$ cat config.mk
export PLATFORM = sky130hd
export DESIGN_NAME = ste_weight_update
export DESIGN_NICKNAME = d
export VERILOG_FILES = /design/src/rtl/wupd_pkg.sv /design/src/rtl/wupd_gate_scale.sv /design/src/rtl/wupd_clip_sign.sv /design/src/rtl/ste_weight_update.sv
export SDC_FILE = /design/constraint.sdc
export NUM_CORES = 1
export LEC_CHECK = 0
export BUFFER_PORTS_ARGS = -buffer_cell sky130_fd_sc_hd__buf_2
export CAP_MARGIN = 20
export CORE_ASPECT_RATIO = 0.8
export CORE_MARGIN = 2
export CORE_UTILIZATION = 40
export CTS_BUF_LIST = sky130_fd_sc_hd__clkbuf_8 sky130_fd_sc_hd__clkbuf_16
export CTS_CLUSTER_DIAMETER = 50
export DETAILED_ROUTE_END_ITERATION = 7
export MAX_ROUTING_LAYER = met4
export PLACE_DENSITY = 0.57
export SYNTH_ARGS = -nofsm -noshare
export SYNTH_HDL_FRONTEND = slang
export SYNTH_SLANG_ARGS = --single-unit
$ cat constraint.sdc
create_clock -name clk -period 6.46 [get_ports clk]
set_input_delay 0.323 -clock clk [delete_from_list [all_inputs] [get_ports clk]]
set_output_delay 0.323 -clock clk [all_outputs]
set_load 0.02 [all_outputs]
$ cat src/rtl/wupd_pkg.sv
package wupd_pkg;
  localparam int DEF_DATA_W  = 16;
  localparam int DEF_FRAC_W  = 14;
  localparam int DEF_SHIFT_W = 4;

  typedef enum logic [1:0] {
    CLIP_NONE = 2'd0,
    CLIP_HIGH = 2'd1,
    CLIP_LOW  = 2'd2
  } clip_kind_e;
endpackage

$ cat src/rtl/wupd_gate_scale.sv
module wupd_gate_scale #(
  parameter int DATA_W  = wupd_pkg::DEF_DATA_W,
  parameter int FRAC_W  = wupd_pkg::DEF_FRAC_W,
  parameter int SHIFT_W = wupd_pkg::DEF_SHIFT_W
) (
  input  logic                     clk,
  input  logic                     rst,
  input  logic                     in_valid,
  input  logic signed [DATA_W-1:0] in_act,
  input  logic signed [DATA_W-1:0] in_grad,
  input  logic signed [DATA_W-1:0] in_wgt,
  input  logic [SHIFT_W-1:0]       lr_shift,
  output logic                     s1_valid,
  output logic signed [DATA_W-1:0] s1_step,
  output logic signed [DATA_W-1:0] s1_wgt
);
  localparam int                     ONE_I   = 1 << FRAC_W;
  localparam logic signed [DATA_W-1:0] UNIT_P = DATA_W'(ONE_I);
  localparam logic signed [DATA_W-1:0] UNIT_N = -UNIT_P;

  logic                     act_in_window;
  logic signed [DATA_W-1:0] gated_grad;
  logic signed [DATA_W-1:0] scaled_grad;

  // straight-through window: |act| <= 1
  always_comb begin
    act_in_window = (in_act <= UNIT_P) && (in_act >= UNIT_N);
    gated_grad    = act_in_window ? in_grad : '0;
    scaled_grad   = gated_grad >>> lr_shift;
  end

  always_ff @(posedge clk) begin
    if (rst) begin
      s1_valid <= 1'b0;
      s1_step  <= '0;
      s1_wgt   <= '0;
    end else begin
      s1_valid <= in_valid;
      if (in_valid) begin
        s1_step <= scaled_grad;
        s1_wgt  <= in_wgt;
      end
    end
  end
endmodule

$ cat src/rtl/wupd_clip_sign.sv
module wupd_clip_sign #(
  parameter int DATA_W = wupd_pkg::DEF_DATA_W,
  parameter int FRAC_W = wupd_pkg::DEF_FRAC_W
) (
  input  logic                     clk,
  input  logic                     rst,
  input  logic                     s1_valid,
  input  logic signed [DATA_W-1:0] s1_step,
  input  logic signed [DATA_W-1:0] s1_wgt,
  output logic                     out_valid,
  output logic signed [DATA_W-1:0] out_wgt,
  output logic                     out_sign
);
  import wupd_pkg::*;

  localparam int                       EXT_W  = DATA_W + 1;
  localparam int                       ONE_I  = 1 << FRAC_W;
  localparam logic signed [EXT_W-1:0]  HI_X   = EXT_W'(ONE_I);
  localparam logic signed [EXT_W-1:0]  LO_X   = -HI_X;
  localparam logic signed [DATA_W-1:0] HI_D   = DATA_W'(ONE_I);
  localparam logic signed [DATA_W-1:0] LO_D   = -HI_D;

  logic signed [EXT_W-1:0]  wide_diff;
  logic signed [DATA_W-1:0] clipped;
  clip_kind_e               kind;

  always_comb begin
    wide_diff = {s1_wgt[DATA_W-1], s1_wgt} - {s1_step[DATA_W-1], s1_step};
    if (wide_diff > HI_X)      kind = CLIP_HIGH;
    else if (wide_diff < LO_X) kind = CLIP_LOW;
    else                       kind = CLIP_NONE;
    case (kind)
      CLIP_HIGH: clipped = HI_D;
      CLIP_LOW:  clipped = LO_D;
      default:   clipped = wide_diff[DATA_W-1:0];
    endcase
  end

  always_ff @(posedge clk) begin
    if (rst) begin
      out_valid <= 1'b0;
      out_wgt   <= '0;
      out_sign  <= 1'b1;
    end else begin
      out_valid <= s1_valid;
      if (s1_valid) begin
        out_wgt  <= clipped;
        out_sign <= ~clipped[DATA_W-1];
      end
    end
  end
endmodule

$ cat src/rtl/ste_weight_update.sv
module ste_weight_update #(
  parameter int DATA_W  = wupd_pkg::DEF_DATA_W,
  parameter int FRAC_W  = wupd_pkg::DEF_FRAC_W,
  parameter int SHIFT_W = wupd_pkg::DEF_SHIFT_W
) (
  input  logic                     clk,
  input  logic                     rst,
  input  logic                     in_valid,
  input  logic signed [DATA_W-1:0] in_act,
  input  logic signed [DATA_W-1:0] in_grad,
  input  logic signed [DATA_W-1:0] in_wgt,
  input  logic [SHIFT_W-1:0]       lr_shift,
  output logic                     out_valid,
  output logic signed [DATA_W-1:0] out_wgt,
  output logic                     out_sign
);
  logic                     s1_valid;
  logic signed [DATA_W-1:0] s1_step;
  logic signed [DATA_W-1:0] s1_wgt;

  wupd_gate_scale #(
    .DATA_W (DATA_W),
    .FRAC_W (FRAC_W),
    .SHIFT_W(SHIFT_W)
  ) u_gate_scale (
    .clk     (clk),
    .rst     (rst),
    .in_valid(in_valid),
    .in_act  (in_act),
    .in_grad (in_grad),
    .in_wgt  (in_wgt),
    .lr_shift(lr_shift),
    .s1_valid(s1_valid),
    .s1_step (s1_step),
    .s1_wgt  (s1_wgt)
  );

  wupd_clip_sign #(
    .DATA_W(DATA_W),
    .FRAC_W(FRAC_W)
  ) u_clip_sign (
    .clk      (clk),
    .rst      (rst),
    .s1_valid (s1_valid),
    .s1_step  (s1_step),
    .s1_wgt   (s1_wgt),
    .out_valid(out_valid),
    .out_wgt  (out_wgt),
    .out_sign (out_sign)
  );
endmodule

==> out/qor.csv, run 1 <==
stage,metric,value,unit
route,vias per cell,5.37,
power,Internal,0.536,mW
final_layout,post-layout util,46.8,%
route,Detailed Route Iter0 Violations,184,
synthesis,Synth Flop Type,dfxtp_1,
route,Detailed Routing Iterations Pass 1,4,
timing,Rel. slew slack,40.4,%
placement,HPWL after DPL,6750,µm
final_layout,Layout Cells excl Fill,594,
timing,Final Skew,0.00811,ns
worst_setup_path,Critical Path Source Type,flop,
cts,H-tree depth,2,
worst_setup_path,worst-path maximum fanout,9,
worst_setup_path,CP Buf/Inv Count,1,
power,sequential share of power,41.2,%
synthesis,Synth area leaders,"dfxtp_1 (29%), mux2i_1 (9.2%), ha_1 (5.7%)",
synthesis,Synth area leader,dfxtp_1,
synthesis,top-area cell type share of the netlist area,29.2,%
worst_setup_path,WS Path Type,reg2reg,
route,Total Routed Length,8470,µm
final_layout,fillers,896,
final_layout,fraction of layout cells with a size suffix above 1,21.0,%
power,clock network power share,21.5,%
cts,post-CTS setup buffers,0,
worst_setup_path,Worst Setup SP,u_gate_scale.s1_wgt[0],
timing,Final Hold Vio Count,0,
timing,Final Cycle Share,47.1,%
global_routing,gr ovfl total,0,
worst_setup_path,Crit path required time,6.67,ns
synthesis,Yosys warning count,0,
power,power per standard cell area,212,nW/µm²
timing,"Min Clock Period, post-route",3.04,ns
cts,TritonCTS clock tree,yes,
final_layout,"commonest cells after routing, fill and taps aside","buf_2 (72), nor2_1 (53), dfxtp_1 (51)",
worst_hold_path,hold path cells,3,
power,Comb power frac,37.3,%
timing,Worst-Margin Slew,0.894,ns
synthesis,Syn Nets,498,
worst_setup_path,Worst R2R Path Depth,10,
placement,IO buf count,72,
floorplan,I/O Pins,73,
synthesis,number of flops mapped to enable cells by yosys,0,
worst_setup_path,critical path's slowest cell,fa_1,
route,WL per Instance,14.3,µm
synthesis,cells after synthesis,426,
cts,CTS Hold Buffers Added,0,
worst_hold_path,min-delay src,in_wgt[14],
synthesis,Mapped Area,3490,µm²
worst_setup_path,Top delay family on crit path,compound AO/OA/AOI/OAI gates,
timing,TNS Setup,0,ns
cts,CTS Sinks,51,
outcome,outcome,finished clean,
final_layout,Area growth syn-to-layout,13.8,%
global_routing,first-pass GRT wire length,14100,µm
synthesis,Syn Area/Cell,8.20,µm²
placement,post-placement cell count,586,
timing,RSZ-0062 raised after global routing,no,
global_routing,initial antenna violation count,0,
global_routing,largest net degree at the start of global routing,42,
worst_setup_path,crit end category,flop,
global_routing,vias in the first global route,2993,
floorplan,standard-cell rows,30,
worst_setup_path,data arrival time of the critical path,3.25,ns
worst_setup_path,crit-path max cell delay,0.39,ns
cts,clock root cell,clkbuf_8,
worst_hold_path,Hold Path Class,in2reg,
worst_hold_path,WHS Endpoint,u_gate_scale.s1_wgt[14],
timing,Max Clk Rate,329,MHz
route,vias,3190,
synthesis,"FFs w/ async S/R, synth",0,%
worst_setup_path,r2r startpoint,u_gate_scale.s1_wgt[0],
floorplan,Core ar.,8480,µm²
timing,Final Max Tran Viols,0,
final_layout,ANT cells,0,
power,NetSw,0.307,mW
synthesis,post-synthesis sequential area ratio,29.2,%
cts,Num CTS Buffers,5,
final_layout,"most common cell after layout, fill and taps aside",buf_2,
floorplan,Die Span X,108,µm
synthesis,Cell variety after synth,52,
worst_setup_path,crit-path cells,inv_1 -> ha_1 -> fa_1 -> nand2b_1 -> a211oi_2 -> nor2_1 -> a31oi_1 -> a32oi_2 -> mux2i_2 -> o41ai_2,
cts,"Reg clk slew, reported paths",0.09,ns
final_layout,Final nets,553,
placement,final RePlAce weighted congestion,0.857,
cts,"Clk Latency, worst-skew pair",0.31,ns
cts,# resized after CTS,0,
cts,CTS max path bufs,2,
route,# DRC,0,
timing,Final setup viols,0,
job,max cap viols,0,
power,maximum vdd drop,0.000116,V
floorplan,die area,9500,µm²
worst_setup_path,worst reg2reg endpoint,u_clip_sign.out_wgt[10],
final_layout,final instance area,3970,µm²
power,Leakage,1.75,nW
global_routing,GRT Total Usage,19.3,%
floorplan,Starting Density,41.2,%
route,Antenna Nets Post-Route,0,
placement,post-placement cell area,3890,µm²
timing,WHS,0.241,ns
power,switching power share of the total,36.4,%
floorplan,die height,87.6,µm
synthesis,"FF+latch count, synth",51,
worst_setup_path,Reg2Reg Setup Slack,3.42,ns
-- metrics by stage --
step           setup WS, ns  total power, mW
6_report               3.42            0.844
5_1_grt                3.18            0.905
4_1_cts                3.42            0.850
3_5_place_dp           3.46            0.668
3_3_place_gp           3.55            0.664
2_1_floorplan          3.77            0.591
-- worst max-delay path by stage --
stage	slack, ns	depth (start not counted)	endpoint
after floorplan	3.77	10	u_clip_sign.out_wgt[10]
after global placement	3.55	10	u_clip_sign.out_wgt[10]
after detailed placement	3.46	10	u_clip_sign.out_wgt[10]
after CTS	3.42	10	u_clip_sign.out_wgt[10]
after global routing	3.18	10	u_clip_sign.out_wgt[7]
final	3.42	10	u_clip_sign.out_wgt[10]
-- cells in the mapped netlist, types with 6 or more instances --
library cell and instances:
nand2b_1 9, mux2i_1 32, ha_1 16, a21oi_1 33, nand3_1 9, dfxtp_1 51, nor2b_1 7, o31ai_1 7
a31oi_1 6, nor3_1 21, nand2_1 32, o21ai_0 11, mux2_2 6, clkbuf_1 16, xnor2_1 8, a211oi_1 10
inv_1 23, nor2_1 53, nor4_1 7
-- tightest hold or removal path, cell delays in order --
cell     delay [ns]
buf_2          0.07
mux2i_1        0.05
nor2_1         0.07
-- flip-flops by register name, summed over array words and instances (netlist names) --
register,count
u_clip_sign.out_wgt,16
u_clip_sign.out_sign,1
u_gate_scale.s1_valid,1
u_gate_scale.s1_step,16
u_clip_sign.out_valid,1
u_gate_scale.s1_wgt,16
-- layout make-up --
cell class              count  area [µm²]  area share [%]
well taps                 112         140            3.53
multi-input cells         328        2280            57.4
flip-flops and latches     51        1020            25.7
repair buffers             72         360            9.07
inverters                  23        86.3            2.17
clock inverters             3        16.3           0.409
clock buffers               5        68.8            1.73
-- routing by layer --
layer,part of all wire [%],up-vias,track usage [%]
li1,-,1664,-
met1,51,1457,26.7
met2,43,65,29.8
met3,5.2,4,3.65
met4,0.43,0,3.03
met5,0,-,-
-- logic make-up after synthesis --
family	after synthesis	share of synthesized area, %
buffers and inverters	47	5.45
XOR/XNOR	9	2.26
AND/OR/NAND/NOR	154	21.2
multiplexers	44	14.7
adder cells (fa/ha/maj)	17	6.31
AO/OA/AOI/OAI	104	20.8
flip-flops	51	29.2
-- power by group through the flow --
| stage | Sequential [mW] | Clock, mW | Combinational (mW) |
|---|---|---|---|
| after floorplan | 0.361 | 0 | 0.230 |
| after global placement | 0.354 | 0 | 0.310 |
| after detailed placement | 0.355 | 0 | 0.313 |
| after CTS | 0.348 | 0.188 | 0.315 |
| after global routing | 0.350 | 0.201 | 0.354 |
| final | 0.348 | 0.181 | 0.315 |
Power figures use the tool's default switching activity.
==> run 2, diff against run 1 <==
- clock period: 6.46 -> 3.1 ns (I/O delays scaled with it)
==> out/qor.csv, run 2 (synthesis results as in run 1) <==
stage,metric,value,unit,change
outcome,outcome,finished clean,,
cts,CTS max path bufs,2,,unchanged
power,Comb power frac,38.1,%,+0.8 points
timing,Worst-Margin Slew,0.898,ns,+0.00392 ns
cts,Num CTS Buffers,5,,unchanged
final_layout,"most common cell after layout, fill and taps aside",buf_2,,
power,maximum vdd drop,0.000181,V,+57%
final_layout,top flop regs,"u_clip_sign.out_wgt (16), u_gate_scale.s1_step (16), u_gate_scale.s1_wgt (16)",,
route,vias,3273,,+2.6%
final_layout,fraction of layout cells with a size suffix above 1,22.1,%,+1.2 points
floorplan,die height,87.6,µm,unchanged
route,Detailed Routing Iterations Pass 1,4,,unchanged
timing,Max Clk Rate,346,MHz,+5.2%
floorplan,die area,9500,µm²,unchanged
placement,post-placement cell area,3930,µm²,+0.97%
cts,CTS Hold Buffers Added,0,,unchanged
power,switching power share of the total,36.4,%,-0.072 points
final_layout,Final nets,559,,+1.1%
global_routing,gr ovfl total,0,,unchanged
route,WL per Instance,14.0,µm,-1.5%
timing,Final Skew,0.00730,ns,-0.000811 ns
global_routing,GRT Total Usage,19.0,%,-0.28 points
final_layout,post-layout util,47.4,%,+0.55 points
timing,Final Max Tran Viols,0,,unchanged
power,Internal,1.13,mW,+110%
worst_setup_path,CP Buf/Inv Count,2,,+1
route,Total Routed Length,8420,µm,-0.51%
worst_setup_path,worst-path maximum fanout,7,,-2
placement,IO buf count,72,,unchanged
global_routing,first-pass GRT wire length,14000,µm,-0.98%
worst_setup_path,crit end category,flop,,
final_layout,fillers,875,,-2.3%
timing,Final Cycle Share,93.3,%,+46 points
worst_setup_path,WS Path Type,reg2reg,,
worst_setup_path,CP most frequent cell,a211oi_2,,
floorplan,Starting Density,41.2,%,unchanged
job,max cap viols,0,,unchanged
cts,TritonCTS clock tree,yes,,
route,# DRC,0,,unchanged
worst_setup_path,data arrival time of the critical path,3.11,ns,-0.14 ns
floorplan,Die Span X,108,µm,unchanged
floorplan,standard-cell rows,30,,unchanged
worst_setup_path,Critical Path Source Type,flop,,
global_routing,initial antenna violation count,0,,unchanged
cts,CTS Sinks,51,,unchanged
worst_setup_path,Top delay family on crit path,compound AO/OA/AOI/OAI gates,,
final_layout,area of the multi-input gates,2280,µm²,about the same
timing,"Min Clock Period, post-route",2.89,ns,-0.150 ns
final_layout,final instance area,4020,µm²,+1.2%
final_layout,"commonest cells after routing, fill and taps aside","buf_2 (72), nor2_1 (53), dfxtp_1 (51)",,
route,Detailed Route Iter0 Violations,200,,+8.7%
final_layout,ANT cells,0,,unchanged
final_layout,FF+latch area,1020,µm²,unchanged
cts,"Reg clk slew, reported paths",0.09,ns,about the same
route,vias per cell,5.46,,+1.6%
cts,H-tree depth,2,,unchanged
cts,"Clk Latency, worst-skew pair",0.31,ns,about the same
power,power per standard cell area,443,nW/µm²,+110%
timing,Rel. slew slack,39.9,%,-0.48 points
timing,Final setup viols,0,,unchanged
power,Leakage,1.78,nW,+1.8%
global_routing,vias in the first global route,2856,,-4.6%
timing,WHS,0.0777,ns,-0.163 ns
floorplan,I/O Pins,73,,unchanged
final_layout,Area growth syn-to-layout,15.1,%,
timing,TNS Setup,0,ns,unchanged
cts,clock root cell,clkbuf_8,,
placement,HPWL after DPL,6670,µm,-1.2%
timing,Final Hold Vio Count,0,,unchanged
power,clock network power share,21.4,%,about the same
placement,final RePlAce weighted congestion,0.898,,+4.8%
worst_hold_path,Hold Path Class,in2reg,,
route,Antenna Nets Post-Route,0,,unchanged
worst_setup_path,Crit path required time,3.32,ns,-3.35 ns
worst_setup_path,crit-path cells,inv_1 -> ha_1 -> fa_1 -> nand2b_1 -> a211oi_2 -> o2111a_1 -> a211oi_2 -> buf_4 -> nor4_4 -> mux2i_2 -> o41ai_2,,
power,NetSw,0.648,mW,+110%
power,sequential share of power,40.6,%,-0.6 points
worst_setup_path,crit-path max cell delay,0.39,ns,about the same
global_routing,largest net degree at the start of global routing,38,,-9.5%
floorplan,Core ar.,8480,µm²,unchanged
worst_setup_path,critical path's slowest cell,fa_1,,
timing,RSZ-0062 raised after global routing,no,,
-- run 2: cell count changes in the layout (fill, tap and decap cells not counted), sizes merged --
cell,delta
buf,+6
-- run 2: worst reg2reg max path, cell delays in order (launching register included) --
cell	delay (ns)
dfxtp_1	0.34
inv_1	0.05
ha_1	0.19
fa_1	0.39
nand2b_1	0.20
a211oi_2	0.28
o2111a_1	0.26
a211oi_2	0.06
buf_4	0.17
nor4_4	0.30
mux2i_2	0.20
o41ai_2	0.36
-- run 2: final timing paths --
path | start | end | slack [ns] | cells after the start
max | u_gate_scale.s1_wgt[0] | u_clip_sign.out_wgt[10] | 0.21 | 11
min | in_wgt[12] | u_gate_scale.s1_wgt[12] | 0.08 | 3
max reg2reg | u_gate_scale.s1_wgt[0] | u_clip_sign.out_wgt[10] | 0.21 | 11
min reg2reg | u_clip_sign.out_wgt[15] | u_clip_sign.out_wgt[15] | 0.45 | 2
-- run 2: layout make-up --
class / instances / area share, %
Clock buffer: 5 / 1.71
Sequential cell: 51 / 25.4
Timing Repair Buffer: 78 / 10.1
Clock inverter: 3 / 0.405
Multi-Input combinational cell: 328 / 56.8
Inverter: 23 / 2.15
Tap cell: 112 / 3.49
-- run 2: power groups by stage --
stage               logic, mW  clock network [mW]  registers, mW
detailed placement      0.667                   0          0.739
CTS                     0.670               0.389          0.723
finish                  0.678               0.381          0.723
floorplan               0.479                   0          0.752
global route            0.759               0.422          0.729
global placement        0.662                   0          0.738
-- run 2: metal layers --
metal  global-route usage [%]  up-vias  wire length [µm]
li1                         -     1676                 -
met1                     27.8     1493              4360
met2                     28.0       95              3500
met3                     3.05        9               504
met4                     2.80        0                55
met5                        -        -                 0
-- run 2: metrics by stage --
stage / power, mW / cells / worst slack, ns
6_report: 1.78 / 600 / 0.209
5_1_grt: 1.91 / 600 / 0.00370
4_1_cts: 1.78 / 599 / 0.183
3_5_place_dp: 1.41 / 591 / 0.212
3_3_place_gp: 1.40 / 591 / 0.319
2_1_floorplan: 1.23 / 426 / 0.411
-- run 2: repair_timing --
item,4_1_cts,5_1_grt
buffers inserted,0,1
setup endpoints to repair,0,12
resized for setup,0,1
==> run 3, diff against run 2 <==
- clock period: 3.1 -> 3.6 ns (I/O delays scaled with it)
==> out/qor.csv, run 3 (synthesis results as in run 1) <==
stage,metric,value,unit,change
outcome,outcome,finished clean,,
timing,Final Hold Vio Count,0,,unchanged
global_routing,vias in the first global route,2903,,+1.6%
route,Total Routed Length,8390,µm,-0.38%
route,Detailed Route Iter0 Violations,235,,+18%
global_routing,GRT Total Usage,18.8,%,-0.20 points
final_layout,top flop regs,"u_clip_sign.out_wgt (16), u_gate_scale.s1_step (16), u_gate_scale.s1_wgt (16)",,
cts,TritonCTS clock tree,yes,,
power,Comb power frac,37.7,%,-0.4 points
timing,Final Skew,0.00681,ns,-0.000496 ns
worst_setup_path,Reg2Reg Setup Slack,0.64,ns,+0.44 ns
worst_setup_path,WS Path Type,reg2reg,,
floorplan,die area,9500,µm²,unchanged
route,Detailed Routing Iterations Pass 1,4,,unchanged
cts,post-CTS setup buffers,0,,unchanged
placement,HPWL after DPL,6560,µm,-1.7%
global_routing,largest net degree at the start of global routing,42,,+11%
cts,CTS Sinks,51,,unchanged
timing,Rel. slew slack,41.4,%,+1.5 points
cts,Num CTS Buffers,5,,unchanged
final_layout,Final nets,555,,-0.72%
route,WL per Instance,14.1,µm,+0.29%
cts,clock root cell,clkbuf_8,,
power,maximum vdd drop,0.000187,V,+3.2%
timing,Final Max Tran Viols,0,,unchanged
floorplan,Die Span X,108,µm,unchanged
worst_setup_path,data arrival time of the critical path,3.17,ns,+0.06 ns
power,sequential share of power,40.8,%,+0.2 points
power,Leakage,1.76,nW,-1.3%
timing,Final setup viols,0,,unchanged
power,power per standard cell area,383,nW/µm²,-14%
floorplan,die height,87.6,µm,unchanged
timing,Worst-Margin Slew,0.879,ns,-0.0192 ns
timing,TNS Setup,0,ns,unchanged
final_layout,fraction of layout cells with a size suffix above 1,21.3,%,-0.85 points
route,Antenna Nets Post-Route,0,,unchanged
placement,IO buf count,72,,unchanged
floorplan,standard-cell rows,30,,unchanged
final_layout,Area growth syn-to-layout,14.2,%,
final_layout,"commonest cells after routing, fill and taps aside","buf_2 (72), nor2_1 (53), dfxtp_1 (51)",,
cts,CTS Hold Buffers Added,0,,unchanged
final_layout,ANT cells,0,,unchanged
placement,final RePlAce weighted congestion,0.874,,-2.7%
cts,CTS max path bufs,2,,unchanged
worst_setup_path,crit end category,flop,,
global_routing,gr ovfl total,0,,unchanged
worst_hold_path,Hold Path Class,in2reg,,
job,max cap viols,0,,unchanged
power,NetSw,0.558,mW,-14%
power,Internal,0.968,mW,-15%
route,vias,3226,,-1.4%
floorplan,Starting Density,41.2,%,unchanged
cts,H-tree depth,2,,unchanged
timing,Final Cycle Share,82.1,%,-11 points
worst_setup_path,Crit path required time,3.81,ns,+0.49 ns
power,switching power share of the total,36.6,%,+0.19 points
worst_setup_path,worst-path maximum fanout,9,,+2
timing,Max Clk Rate,338,MHz,-2.2%
final_layout,Layout Cells excl Fill,596,,-0.67%
final_layout,"most common cell after layout, fill and taps aside",buf_2,,
placement,post-placement cell count,588,,-0.51%
route,vias per cell,5.41,,-0.77%
floorplan,Core ar.,8480,µm²,unchanged
cts,# resized after CTS,0,,unchanged
global_routing,first-pass GRT wire length,13800,µm,-1.1%
worst_setup_path,Critical Path Source Type,flop,,
cts,"Reg clk slew, reported paths",0.10,ns,about the same
cts,"Clk Latency, worst-skew pair",0.31,ns,about the same
route,# DRC,0,,unchanged
final_layout,fillers,880,,+0.57%
global_routing,initial antenna violation count,0,,unchanged
timing,"Min Clock Period, post-route",2.96,ns,+0.0646 ns
power,clock network power share,21.5,%,about the same
timing,RSZ-0062 raised after global routing,no,,
floorplan,I/O Pins,73,,unchanged
==> run 3: cell count changes in the layout (fill, tap and decap cells not counted) <==
cell    change
a32o_2      -1
buf_4       -4
a32o_1      +1
==> run 3: final cells by class <==
| type | count | area, µm² | share of cell area, % |
|---|---|---|---|
| clock inverters | 3 | 16.3 | 0.408 |
| well taps | 112 | 140 | 3.51 |
| multi-input cells | 328 | 2280 | 57.2 |
| repair buffers | 74 | 375 | 9.41 |
| inverters | 23 | 86.3 | 2.16 |
| flip-flops and latches | 51 | 1020 | 25.6 |
| clock buffers | 5 | 68.8 | 1.73 |
==> run 3: worst max-delay path: stages (launching register included) <==
cell and delay [ns]:
dfxtp_1 0.33, inv_1 0.04, ha_1 0.19, fa_1 0.39, nand2b_1 0.20, a211oi_2 0.26, nor2_1 0.12, a31oi_1 0.34
a32oi_2 0.30, mux2i_2 0.31, o41ai_2 0.37
==> run 3: power by group through the flow <==
stage	Combinational [mW]	Sequential (mW)	Clock, mW
final	0.575	0.623	0.328
after global routing	0.638	0.628	0.363
after CTS	0.571	0.624	0.340
after detailed placement	0.567	0.637	0
after global placement	0.565	0.636	0
after floorplan	0.412	0.648	0
==> run 3: path summary, 6_finish.rpt <==
check                                        startpoint                      end  depth (start not counted)
worst max-delay path             u_gate_scale.s1_wgt[0]  u_clip_sign.out_wgt[10]                         10
worst min-delay path                          in_wgt[8]   u_gate_scale.s1_wgt[8]                          3
worst max register to register   u_gate_scale.s1_wgt[0]  u_clip_sign.out_wgt[10]                         10
worst min register to register  u_clip_sign.out_wgt[15]  u_clip_sign.out_wgt[15]                          2
==> run 3: stage by stage <==
stage / area [µm²] / total power, mW / utilization (%) / setup slack [ns] / hold WS (ns)
after CTS: 3990 / 1.53 / 47.0 / 0.629 / 0.0976
final: 3990 / 1.53 / 47.0 / 0.644 / 0.102
after global routing: 3990 / 1.63 / 47.0 / 0.386 / 0.108
after global placement: 3900 / 1.20 / 46.0 / 0.753 / 0.416
after detailed placement: 3900 / 1.20 / 46.0 / 0.662 / 0.422
after floorplan: 3490 / 1.06 / - / 0.911 / 0.327
==> run 3: metal layers <==
metal	vias up	global-route usage [%]	routed length (µm)
met1	1471	27.4	4450
met5	-	-	0
met3	6	3.05	490
met4	0	2.80	59
met2	88	27.8	3390
li1	1661	-	-
